===== config.mk =====
export PLATFORM = sky130hd
export DESIGN_NAME = adc_scan_seq
export DESIGN_NICKNAME = d
export VERILOG_FILES = /design/src/rtl/adc_scan_pkg.sv /design/src/rtl/adc_trig_sel.sv /design/src/rtl/adc_seq_ctrl.sv /design/src/rtl/adc_result_reg.sv /design/src/rtl/adc_scan_seq.sv
export SDC_FILE = /design/constraint.sdc
export NUM_CORES = 1
export LEC_CHECK = 0
export BUFFER_PORTS_ARGS = -buffer_cell sky130_fd_sc_hd__buf_2
export CELL_PAD_IN_SITES_DETAIL_PLACEMENT = 0
export CELL_PAD_IN_SITES_GLOBAL_PLACEMENT = 1
export CORE_MARGIN = 2
export CORE_UTILIZATION = 26
export CTS_CLUSTER_SIZE = 28
export DETAILED_ROUTE_END_ITERATION = 12
export GPL_TIMING_DRIVEN = 0
export PLACE_DENSITY = 0.79
export SKIP_LAST_GASP = 1
export SLEW_MARGIN = 20
export SYNTH_ARGS = -nofsm -noshare
export SYNTH_HDL_FRONTEND = slang
export SYNTH_HIERARCHICAL = 1
export SYNTH_SLANG_ARGS = --single-unit

===== constraint.sdc =====
create_clock -name clk -period 3 [get_ports clk]
set_input_delay 0.15 -clock clk [delete_from_list [all_inputs] [get_ports clk]]
set_output_delay 0.15 -clock clk [all_outputs]
set_load 0.02 [all_outputs]

===== src/rtl/adc_scan_pkg.sv =====
package adc_scan_pkg;

  localparam int SMP_CODE_W = 3;
  localparam int SMP_CNT_W  = 9;

  typedef enum logic [1:0] {
    TRIG_SW  = 2'd0,
    TRIG_TMR = 2'd1,
    TRIG_EXT = 2'd2,
    TRIG_OFF = 2'd3
  } trig_src_e;

  typedef enum logic [1:0] {
    SQ_IDLE   = 2'd0,
    SQ_LAUNCH = 2'd1,
    SQ_WAIT   = 2'd2
  } seq_state_e;

  // Sampling-time code to sample-and-hold cycle count.
  function automatic logic [SMP_CNT_W-1:0] smp_cycles(input logic [SMP_CODE_W-1:0] code);
    logic [SMP_CNT_W-1:0] cyc;
    case (code)
      3'd0:    cyc = 9'd3;
      3'd1:    cyc = 9'd15;
      3'd2:    cyc = 9'd28;
      3'd3:    cyc = 9'd56;
      3'd4:    cyc = 9'd84;
      3'd5:    cyc = 9'd112;
      3'd6:    cyc = 9'd144;
      default: cyc = 9'd480;
    endcase
    return cyc;
  endfunction

endpackage


===== src/rtl/adc_trig_sel.sv =====
module adc_trig_sel
  import adc_scan_pkg::*;
#(
  parameter int SYNC_STAGES = 2
) (
  input  logic       clk,
  input  logic       rst_n,
  input  logic [1:0] src_sel_i,
  input  logic       sw_start_i,
  input  logic       tmr_evt_i,
  input  logic       ext_pin_i,
  output logic       fire_o
);

  logic [SYNC_STAGES-1:0] ext_sync_q;
  logic                   ext_prev_q;
  logic                   tmr_prev_q;
  logic                   tmr_rise;
  logic                   ext_rise;

  always_ff @(posedge clk) begin
    if (!rst_n) begin
      ext_sync_q <= '0;
      ext_prev_q <= 1'b0;
      tmr_prev_q <= 1'b0;
    end else begin
      ext_sync_q <= {ext_sync_q[SYNC_STAGES-2:0], ext_pin_i};
      ext_prev_q <= ext_sync_q[SYNC_STAGES-1];
      tmr_prev_q <= tmr_evt_i;
    end
  end

  assign tmr_rise = tmr_evt_i & ~tmr_prev_q;
  assign ext_rise = ext_sync_q[SYNC_STAGES-1] & ~ext_prev_q;

  always_comb begin
    case (trig_src_e'(src_sel_i))
      TRIG_SW:  fire_o = sw_start_i;
      TRIG_TMR: fire_o = tmr_rise;
      TRIG_EXT: fire_o = ext_rise;
      default:  fire_o = 1'b0;
    endcase
  end


  off_src_chk: assert property (@(posedge clk) disable iff (!rst_n)
    (src_sel_i == TRIG_OFF) |-> !fire_o);


  tmr_level_chk: assert property (@(posedge clk) disable iff (!rst_n)
    (src_sel_i == TRIG_TMR && tmr_evt_i && $stable(tmr_evt_i)) |-> !fire_o);

endmodule


===== src/rtl/adc_seq_ctrl.sv =====
module adc_seq_ctrl
  import adc_scan_pkg::*;
#(
  parameter int LIST_LEN = 8,
  parameter int CH_W     = 4,
  parameter int IDX_W    = $clog2(LIST_LEN)
) (
  input  logic                     clk,
  input  logic                     rst_n,
  input  logic [LIST_LEN*CH_W-1:0] list_i,
  input  logic [IDX_W-1:0]         len_i,
  input  logic                     scan_en_i,
  input  logic                     fire_i,
  input  logic                     conv_done_i,
  output logic                     busy_o,
  output logic                     launch_o,
  output logic [CH_W-1:0]          ch_o,
  output logic                     accept_o
);

  seq_state_e       st_q;
  logic [IDX_W-1:0] idx_q;
  logic [IDX_W-1:0] last_idx;
  logic             at_last;

  assign last_idx = scan_en_i ? len_i : '0;
  assign at_last  = (idx_q == last_idx);
  assign busy_o   = (st_q != SQ_IDLE);
  assign launch_o = (st_q == SQ_LAUNCH);
  assign accept_o = (st_q == SQ_WAIT) && conv_done_i;
  assign ch_o     = list_i[idx_q*CH_W +: CH_W];

  always_ff @(posedge clk) begin
    if (!rst_n) begin
      st_q  <= SQ_IDLE;
      idx_q <= '0;
    end else begin
      case (st_q)
        SQ_IDLE: begin
          if (fire_i) begin
            st_q  <= SQ_LAUNCH;
            idx_q <= '0;
          end
        end
        SQ_LAUNCH: st_q <= SQ_WAIT;
        SQ_WAIT: begin
          if (conv_done_i) begin
            if (at_last) begin
              st_q  <= SQ_IDLE;
              idx_q <= '0;
            end else begin
              st_q  <= SQ_LAUNCH;
              idx_q <= idx_q + 1'b1;
            end
          end
        end
        default: st_q <= SQ_IDLE;
      endcase
    end
  end


  launch_single_chk: assert property (@(posedge clk) disable iff (!rst_n)
    launch_o |=> !launch_o);


  wait_hold_chk: assert property (@(posedge clk) disable iff (!rst_n)
    (st_q == SQ_WAIT && !conv_done_i) |=> (busy_o && !launch_o));


  first_entry_chk: assert property (@(posedge clk) disable iff (!rst_n)
    (!busy_o && fire_i) |=> (launch_o && ch_o == list_i[CH_W-1:0]));


  single_conv_chk: assert property (@(posedge clk) disable iff (!rst_n)
    (accept_o && !scan_en_i) |=> !busy_o);

endmodule


===== src/rtl/adc_result_reg.sv =====
module adc_result_reg #(
  parameter int RES_W = 12
) (
  input  logic             clk,
  input  logic             rst_n,
  input  logic             land_i,
  input  logic [RES_W-1:0] data_i,
  input  logic             rd_i,
  output logic [RES_W-1:0] data_o,
  output logic             eoc_o,
  output logic             ovr_o,
  output logic             dma_o
);

  always_ff @(posedge clk) begin
    if (!rst_n) begin
      data_o <= '0;
      eoc_o  <= 1'b0;
      ovr_o  <= 1'b0;
      dma_o  <= 1'b0;
    end else if (land_i) begin
      data_o <= data_i;
      eoc_o  <= 1'b1;
      ovr_o  <= rd_i ? 1'b0 : (ovr_o | eoc_o);
      dma_o  <= 1'b1;
    end else begin
      dma_o <= 1'b0;
      if (rd_i) begin
        eoc_o <= 1'b0;
        ovr_o <= 1'b0;
      end
    end
  end


  land_chk: assert property (@(posedge clk) disable iff (!rst_n)
    land_i |=> (eoc_o && dma_o && data_o == $past(data_i)));


  dma_pulse_chk: assert property (@(posedge clk) disable iff (!rst_n)
    (dma_o && !land_i) |=> !dma_o);


  rd_clr_chk: assert property (@(posedge clk) disable iff (!rst_n)
    (rd_i && !land_i) |=> (!eoc_o && !ovr_o));


  ovr_set_chk: assert property (@(posedge clk) disable iff (!rst_n)
    (land_i && eoc_o && !rd_i) |=> ovr_o);

endmodule


===== src/rtl/adc_scan_seq.sv =====
module adc_scan_seq
  import adc_scan_pkg::*;
#(
  parameter int NUM_CH   = 16,
  parameter int LIST_LEN = 8,
  parameter int RES_W    = 12,
  parameter int CH_W     = $clog2(NUM_CH),
  parameter int IDX_W    = $clog2(LIST_LEN)
) (
  input  logic                         clk,
  input  logic                         rst_n,
  input  logic [1:0]                   trig_src_i,
  input  logic                         sw_start_i,
  input  logic                         tmr_evt_i,
  input  logic                         ext_trig_i,
  input  logic                         scan_en_i,
  input  logic [IDX_W-1:0]             seq_len_i,
  input  logic [LIST_LEN*CH_W-1:0]     seq_list_i,
  input  logic [NUM_CH*SMP_CODE_W-1:0] smp_code_i,
  output logic [CH_W-1:0]              conv_ch_o,
  output logic [SMP_CNT_W-1:0]         conv_smp_cyc_o,
  output logic                         conv_start_o,
  input  logic                         conv_done_i,
  input  logic [RES_W-1:0]             conv_data_i,
  output logic [RES_W-1:0]             data_o,
  input  logic                         data_rd_i,
  output logic                         eoc_o,
  output logic                         ovr_o,
  output logic                         dma_req_o,
  output logic                         busy_o
);

  // Named internal events
  logic                  trig_fire;
  logic                  result_land;
  logic [SMP_CODE_W-1:0] cur_code;

  adc_trig_sel #(.SYNC_STAGES(2)) u_trig (
    .clk        (clk),
    .rst_n      (rst_n),
    .src_sel_i  (trig_src_i),
    .sw_start_i (sw_start_i),
    .tmr_evt_i  (tmr_evt_i),
    .ext_pin_i  (ext_trig_i),
    .fire_o     (trig_fire)
  );

  adc_seq_ctrl #(.LIST_LEN(LIST_LEN), .CH_W(CH_W), .IDX_W(IDX_W)) u_ctrl (
    .clk         (clk),
    .rst_n       (rst_n),
    .list_i      (seq_list_i),
    .len_i       (seq_len_i),
    .scan_en_i   (scan_en_i),
    .fire_i      (trig_fire),
    .conv_done_i (conv_done_i),
    .busy_o      (busy_o),
    .launch_o    (conv_start_o),
    .ch_o        (conv_ch_o),
    .accept_o    (result_land)
  );

  assign cur_code       = smp_code_i[conv_ch_o*SMP_CODE_W +: SMP_CODE_W];
  assign conv_smp_cyc_o = smp_cycles(cur_code);

  adc_result_reg #(.RES_W(RES_W)) u_res (
    .clk    (clk),
    .rst_n  (rst_n),
    .land_i (result_land),
    .data_i (conv_data_i),
    .rd_i   (data_rd_i),
    .data_o (data_o),
    .eoc_o  (eoc_o),
    .ovr_o  (ovr_o),
    .dma_o  (dma_req_o)
  );


  smp_range_chk: assert property (@(posedge clk) disable iff (!rst_n)
    conv_start_o |-> (conv_smp_cyc_o >= 9'd3 && conv_smp_cyc_o <= 9'd480));


  land_busy_chk: assert property (@(posedge clk) disable iff (!rst_n)
    result_land |-> busy_o);

endmodule


# Word level (Yosys, flattened, before mapping)
# Cells that the tools add are included.
[totals] regBits=24 latch_bits=0 ramBits=0 mem_bits_ro=0 in_bits=105 output_inout_bits=30 elab_cells=56 n_memories=0
[classes] addsub=1 n_mul=1 div_mod_pow=0 n_lt_le_gt_ge=0 n_eq_ne=13 shift=2 mux=16 bitwise_logic=5 n_reduce_logical=9
[op_table] op="9-bit case mux with 7 select lines" n=1
[op_table] op="48-bit by 7-bit indexed part select with 3-bit output" n=1
[op_table] op="32-bit by 6-bit indexed part select with 4-bit output" n=1
[op_table] op="3-bit 2-to-1 mux" n=4
[op_table] op="3-bit equality test, second input constant" n=3
[op_table] op="3-bit by 2-bit equality test with 1-bit output, second input constant" n=2
[op_table] op="4-bit by 2-bit multiplier with 6-bit output, second input constant" n=1
[op_table] op="1-bit 2-to-1 mux" n=6
[op_table] op="2-bit case mux with 3 select lines" n=1
[op_table] op="3-bit case mux with 2 select lines" n=1
[op_table] op="2-bit nonzero test" n=3
[op_table] op="2-bit by 1-bit equality test with 1-bit output, second input constant" n=2
[op_table] op="2-bit equality test, second input constant" n=2
[op_table] op="2-bit logical NOT" n=2
[op_table] op="2-bit 2-to-1 mux" n=2
[op_table] op="2-bit inequality test, second input constant" n=2
[op_table] op="3-bit by 1-bit adder with 3-bit output, second input constant" n=1
[op_table] op="3-bit by 1-bit equality test with 1-bit output, second input constant" n=1
[op_table] op="3-bit equality test" n=1
[op_table] op="3-bit logical NOT" n=1
[op_table] op="1-bit case mux with 3 select lines" n=1
[op_table] op="3-bit AND reduction" n=1
[op_table] op="1-bit bitwise AND" n=2
[op_table] op="1-bit inverter" n=2
[op_table] op="other kinds (3)" n=3

# Longest topological paths before layout
[logic_depth] word_depth=5 ltp_mapped=10 mapped_depth_nobuf=7

# Modules after synthesis
# Netlist, hierarchy kept.
[modules_own_cells] module="adc_seq_ctrl" n_inst=1 cells_per_inst=53 area_each_um2=579.3
[modules_own_cells] module="adc_result_reg" n_inst=1 cells_per_inst=47 area_each_um2=573.0
[modules_own_cells] module="adc_scan_seq" n_inst=1 cells_per_inst=43 area_each_um2=543.0
[modules_own_cells] module="adc_trig_sel" n_inst=1 cells_per_inst=12 area_each_um2=142.6

# Worst setup path after synthesis
# OpenSTA, ideal clock, no wires.
[synth_path] kind="flip-flop to output port" start="register u_ctrl.idx_q[0]" end="output conv_smp_cyc_o[4]" arrival_ns=3.213 setup_slack_ns=-0.363 path_stages_with_launch=10 n_path_buf=2 path_cell_list="dfxtp_1 buf_2 mux4_2 mux2_2 buf_6 mux4_1 mux2i_1 mux2_4 nor3b_1 nor2_1"
[synth_via] elab_chain_cells=5 elab_cells_between_ends=11 cone_classes="mul: 1; eq/ne: 6; shift: 2; mux: 1; reduce/logical: 1"
[synth_lines] element="from (decl)" line="adc_seq_ctrl.sv:22" rtl="logic [IDX_W-1:0] idx_q;"
[synth_lines] element="from (signal assigned)" line="adc_seq_ctrl.sv:53" rtl="idx_q <= idx_q + 1'b1;"
[synth_lines] element="32-bit by 6-bit indexed part select with 4-bit output *" line="adc_seq_ctrl.sv:31" rtl="assign ch_o = list_i[idx_q*CH_W +: CH_W];"
[synth_lines] element="named net conv_ch_o[0]" line="adc_scan_seq.sv:20" rtl="output logic [CH_W-1:0] conv_ch_o,"
[synth_lines] element="4-bit by 2-bit multiplier with 6-bit output *" line="adc_scan_seq.sv:62" rtl="assign cur_code = smp_code_i[conv_ch_o*SMP_CODE_W +: SMP_CODE_W];"
[synth_lines] element="48-bit by 7-bit indexed part select with 3-bit output *" line="adc_scan_seq.sv:62"
[synth_lines] element="3-bit equality test (tied with other cells)" line="adc_scan_pkg.sv:22" rtl="case (code)"
[synth_lines] element="9-bit case mux with 7 select lines *" line="adc_scan_pkg.sv:22"
[synth_lines] element="to (decl)" line="adc_scan_seq.sv:21" rtl="output logic [SMP_CNT_W-1:0] conv_smp_cyc_o,"
# The timed path passes the listed nets; every way through them passes the cells marked *.

# Worst setup path in the final report
[layout_path] start="register u_ctrl.idx_q[0]" end="output conv_smp_cyc_o[2]"
[layout_via] elab_chain_cells=5 elab_cells_between_ends=11 cone_classes="mul: 1; eq/ne: 6; shift: 2; mux: 1; reduce/logical: 1"
[layout_lines] element="32-bit by 6-bit indexed part select with 4-bit output *" line="adc_seq_ctrl.sv:31"
[layout_lines] element="4-bit by 2-bit multiplier with 6-bit output *" line="adc_scan_seq.sv:62"
[layout_lines] element="48-bit by 7-bit indexed part select with 3-bit output *" line="adc_scan_seq.sv:62"
[layout_lines] element="3-bit equality test (tied with other cells)" line="adc_scan_pkg.sv:22"
[layout_lines] element="9-bit case mux with 7 select lines *" line="adc_scan_pkg.sv:22"
# Mark *: on every way between the ends. The rest lies on a longest branch, timed or not.

==> results.rst <==
.. list-table::
   :header-rows: 1

   * - Metric
     - Value
   * - Dominant cells by area after synthesis
     - sky130_fd_sc_hd__dfxtp_1, sky130_fd_sc_hd__mux4_1, sky130_fd_sc_hd__mux4_2
   * - EDFF count, synth
     - 0
   * - Initial cell density of the core
     - around 27%
   * - Worst slack on hold paths
     - between 50 and 60 ps
   * - Standard cell core area
     - roughly 0.0068 sq mm
   * - Launching element of the worst setup path
     - u_ctrl/idx_q[0]
   * - Final setup violation count
     - 6
   * - Total negative slack for setup checks
     - -443 ps
   * - Library cell with the largest summed area after synthesis
     - sky130_fd_sc_hd__dfxtp_1
   * - Overall die area
     - between 0.007 and 0.008 sq mm
   * - Post-detail-place hpwl
     - 4540 um
   * - GR Util All Layers
     - 13.5%
   * - Worst reg2reg startpoint
     - u_trig/tmr_prev_q
   * - Relative slew slack
     - 76.3%
   * - Number of instances in the placed design
     - 385
   * - Fin crit period
     - 3130 ps
   * - Die span in y
     - 88.1 um
   * - Number of hold buffers added after cts
     - 0
   * - Area added between synthesis and finish
     - 57.1%
   * - Remaining global-route overflow
     - 0
   * - Post-Synthesis Cells
     - 155
   * - Avg Inst Size Synth
     - 11.9 sq um
   * - Wire length of the first global-routing pass
     - 8260 um
   * - Maximum clock frequency
     - 319 MHz
   * - Unrepaired setup endpoints after global routing
     - yes
   * - Largest fanout on the critical path
     - 7
   * - TritonCTS Buffers
     - 3
   * - Synth Register Bits
     - 24
   * - Post-detailed-route wirelength per cell
     - 14.3 um
   * - Max-cap violation count
     - 0
   * - Synthesized Nets
     - 261
   * - Violated checks
     - setup timing
   * - Detailed-router iteration count before antenna repair
     - 4
   * - Number of vias per cell
     - between 4 and 5
   * - Finished Core Util
     - around 42%
   * - Sort of element at the end of the critical path
     - output port
   * - Fraction of final layout cells with drive strength greater than 1
     - a little over two thirds
   * - Placement Rows
     - 30
   * - Outcome
     - complete, but fails checks
   * - Portion of the post-synthesis area used by sequential elements
     - 26.1%
   * - Number of warnings issued by yosys
     - 6
   * - Total Wirelength
     - 5660 um
   * - Clock-pin slew of the registers on the worst-case setup and hold paths
     - about 90 ps
   * - Total non-filler cell area in the finished layout
     - 0.00289 sq mm
   * - Final weighted congestion of routability-driven global placement
     - about 0.7
   * - Antenna diode instance count
     - 0
   * - H-Tree Depth
     - 1
   * - Maximum root-to-sink buffer count
     - 2
   * - Number of violations reported at the end of detailed-routing iteration 0
     - 69
   * - # DRC
     - 0
   * - Startpoint of the tightest hold check path
     - data_rd_i
   * - Post-route insts no fill
     - 397
   * - Maximum number of pins on one net before global-route repair
     - 16
   * - Max-slew violation count
     - 0
   * - Clock tree from TritonCTS
     - yes
   * - Required time reported for the critical path endpoint
     - roughly 2900 ps
   * - Most used flip-flop cell after synthesis
     - sky130_fd_sc_hd__dfxtp_1
   * - Transition at the pin with the smallest max-transition slack
     - approximately 360 ps
   * - Sort of element at the start of the critical path
     - flop
   * - Leading post-synthesis cells by instance count
     - sky130_fd_sc_hd__dfxtp_1, sky130_fd_sc_hd__nor2b_1, sky130_fd_sc_hd__mux2i_1
   * - Root buffer cell
     - sky130_fd_sc_hd__clkbuf_8
   * - Crit path setup slack, layout
     - -133 ps
   * - Layout net count
     - roughly 400
   * - Hold path depth
     - 2
   * - Number of I/O pins
     - 135
   * - Clk_skew
     - 3.77 ps
   * - Number of cells traversed by the worst register-to-register path
     - 7
   * - Type of the setup path with the least slack
     - reg2out
   * - Max IR drop VDD
     - about 0.00021 V
   * - Power per standard cell area
     - 342 mW/mm^2
   * - Fraction of synthesized cell area taken by the top area cell type
     - 26.1%
   * - Detailed-route via count
     - 1783
   * - Fraction of registers with async set or reset after synthesis
     - 0%
   * - Insertion delay to the later sink of the worst-skew pair
     - 260 ps
   * - Data arrival time at the worst-slack endpoint
     - 2980 ps
   * - Vias in the first global route
     - between 1500 and 2000
   * - Initial antenna violation count
     - 0
   * - Worst r2r dst
     - u_ctrl/idx_q[0]
   * - P_leak
     - 0.00133 uW
   * - Setup slack of the most critical reg-to-reg path
     - 1560 ps
   * - Min-Delay Endpoint
     - u_res/ovr_o
   * - Final Hold Violating Endpoints
     - 0
   * - Final period utilization
     - 104%
   * - Port Buf Inserts
     - 134
   * - Die Wd
     - ~90 um
   * - Number of sinks on the clock net
     - 24
   * - Antenna Violating Nets Remaining
     - 0
   * - Number of unique standard cell types used by synthesis
     - 42
   * - Cell area after placement
     - 0.00265 sq mm
   * - Most frequent cell after synthesis
     - sky130_fd_sc_hd__dfxtp_1
   * - Synth Cell Area
     - 0.00184 sq mm
   * - Hold Path Class
     - in2reg
[power by group]
group	switching, uW	internal, uW	leakage [uW]	total, uW
clock	103	178	0.0000357	282
sequential	4.07	326	0.000195	330
combinational	157	218	0.00110	375
[flip-flops by register name (all words and copies together), names as in the netlist]
register and cells:
u_ctrl/idx_q 3, u_trig/ext_prev_q 1, u_ctrl/st_q 2, u_res/dma_o 1
u_res/ovr_o 1, u_trig/tmr_prev_q 1, u_res/data_o 12, u_trig/ext_sync_q 2
u_res/eoc_o 1
[how the worst max path moves through the flow]
| stage | cells after the start | slack [ps] | end |
|---|---|---|---|
| 5_1_grt | 9 | -260 | conv_smp_cyc_o[2] |
| 4_1_cts | 9 | -140 | conv_smp_cyc_o[2] |
| 3_3_place_gp | 9 | -240 | conv_smp_cyc_o[2] |
| 2_1_floorplan | 10 | -5 | conv_smp_cyc_o[2] |
| 6_report | 10 | -130 | conv_smp_cyc_o[2] |
| 3_5_place_dp | 9 | -230 | conv_smp_cyc_o[2] |
[critical path, stage by stage, from the launching register on]
cell and delay [ps]:
sky130_fd_sc_hd__dfxtp_2 350, sky130_fd_sc_hd__buf_8 130, sky130_fd_sc_hd__mux4_2 500, sky130_fd_sc_hd__mux2_4 330, sky130_fd_sc_hd__buf_8 150, sky130_fd_sc_hd__mux4_2 330
sky130_fd_sc_hd__mux2i_1 70, sky130_fd_sc_hd__mux2_4 300, sky130_fd_sc_hd__and2_4 170, sky130_fd_sc_hd__mux2_4 260, sky130_fd_sc_hd__buf_6 130
[metrics by stage]
| step | total power (uW) | setup WS (ps) |
|---|---|---|
| floorplan | 525 | -5.10 |
| global placement | 635 | -241 |
| detailed placement | 641 | -235 |
| CTS | 983 | -144 |
| global route | 1040 | -260 |
| finish | 987 | -133 |
[cell usage in the layout (no fill, tap or decap), types with 3 or more instances in the layout]
master,Yosys,routed
sky130_fd_sc_hd__and2_1,5,4
sky130_fd_sc_hd__buf_2,3,125
sky130_fd_sc_hd__buf_4,2,11
sky130_fd_sc_hd__buf_6,5,13
sky130_fd_sc_hd__clkbuf_8,0,3
sky130_fd_sc_hd__dfxtp_1,24,23
sky130_fd_sc_hd__mux2_4,2,4
sky130_fd_sc_hd__mux2i_1,15,15
sky130_fd_sc_hd__mux4_2,8,18
sky130_fd_sc_hd__nand2_1,6,6
sky130_fd_sc_hd__nand3_1,5,3
sky130_fd_sc_hd__nand3_2,1,3
sky130_fd_sc_hd__nor2_1,10,7
sky130_fd_sc_hd__nor2_2,0,3
sky130_fd_sc_hd__nor2b_1,17,14
sky130_fd_sc_hd__nor2b_2,0,3
[cell families (layout without fill, tap and decap cells)]
kind of cell / after synthesis / after routing / synth area share (%)
fa+ha+maj: 1 / 1 / 0.681
flops: 24 / 24 / 26.1
simple gates: 58 / 58 / 19.2
xor+xnor: 3 / 3 / 1.84
mux: 41 / 41 / 39.2
compound gates: 14 / 14 / 6.53
buf+inv: 14 / 160 / 6.40
[cell type report]
type	instances	area [sq um]
Inverter	2	7.51
Fill cell	705	3940
Sequential cell	24	482
Tap cell	96	120
Clock inverter	1	30.0
Multi-Input combinational cell	117	1270
Timing Repair Buffer	144	818
Buffer	10	118
Clock buffer	3	41.3
[routing by layer]
layer / track usage, % / wire, um / up-vias
li1: - / - / 867
met1: 17.0 / 2260 / 824
met2: 23.0 / 2820 / 86
met3: 4.43 / 533 / 6
met4: 2.62 / 45 / 0
met5: 0 / 0 / -
[timing repair]
| action | 4_1_cts | 5_1_grt |
|---|---|---|
| endpoints found under the setup margin | 9 | 9 |
| gates cloned | 1 | 0 |
| setup buffers | 8 | 1 |
| resized for setup | 34 | 15 |
| pin swaps | 9 | 4 |
Power figures use the tool's default switching activity.
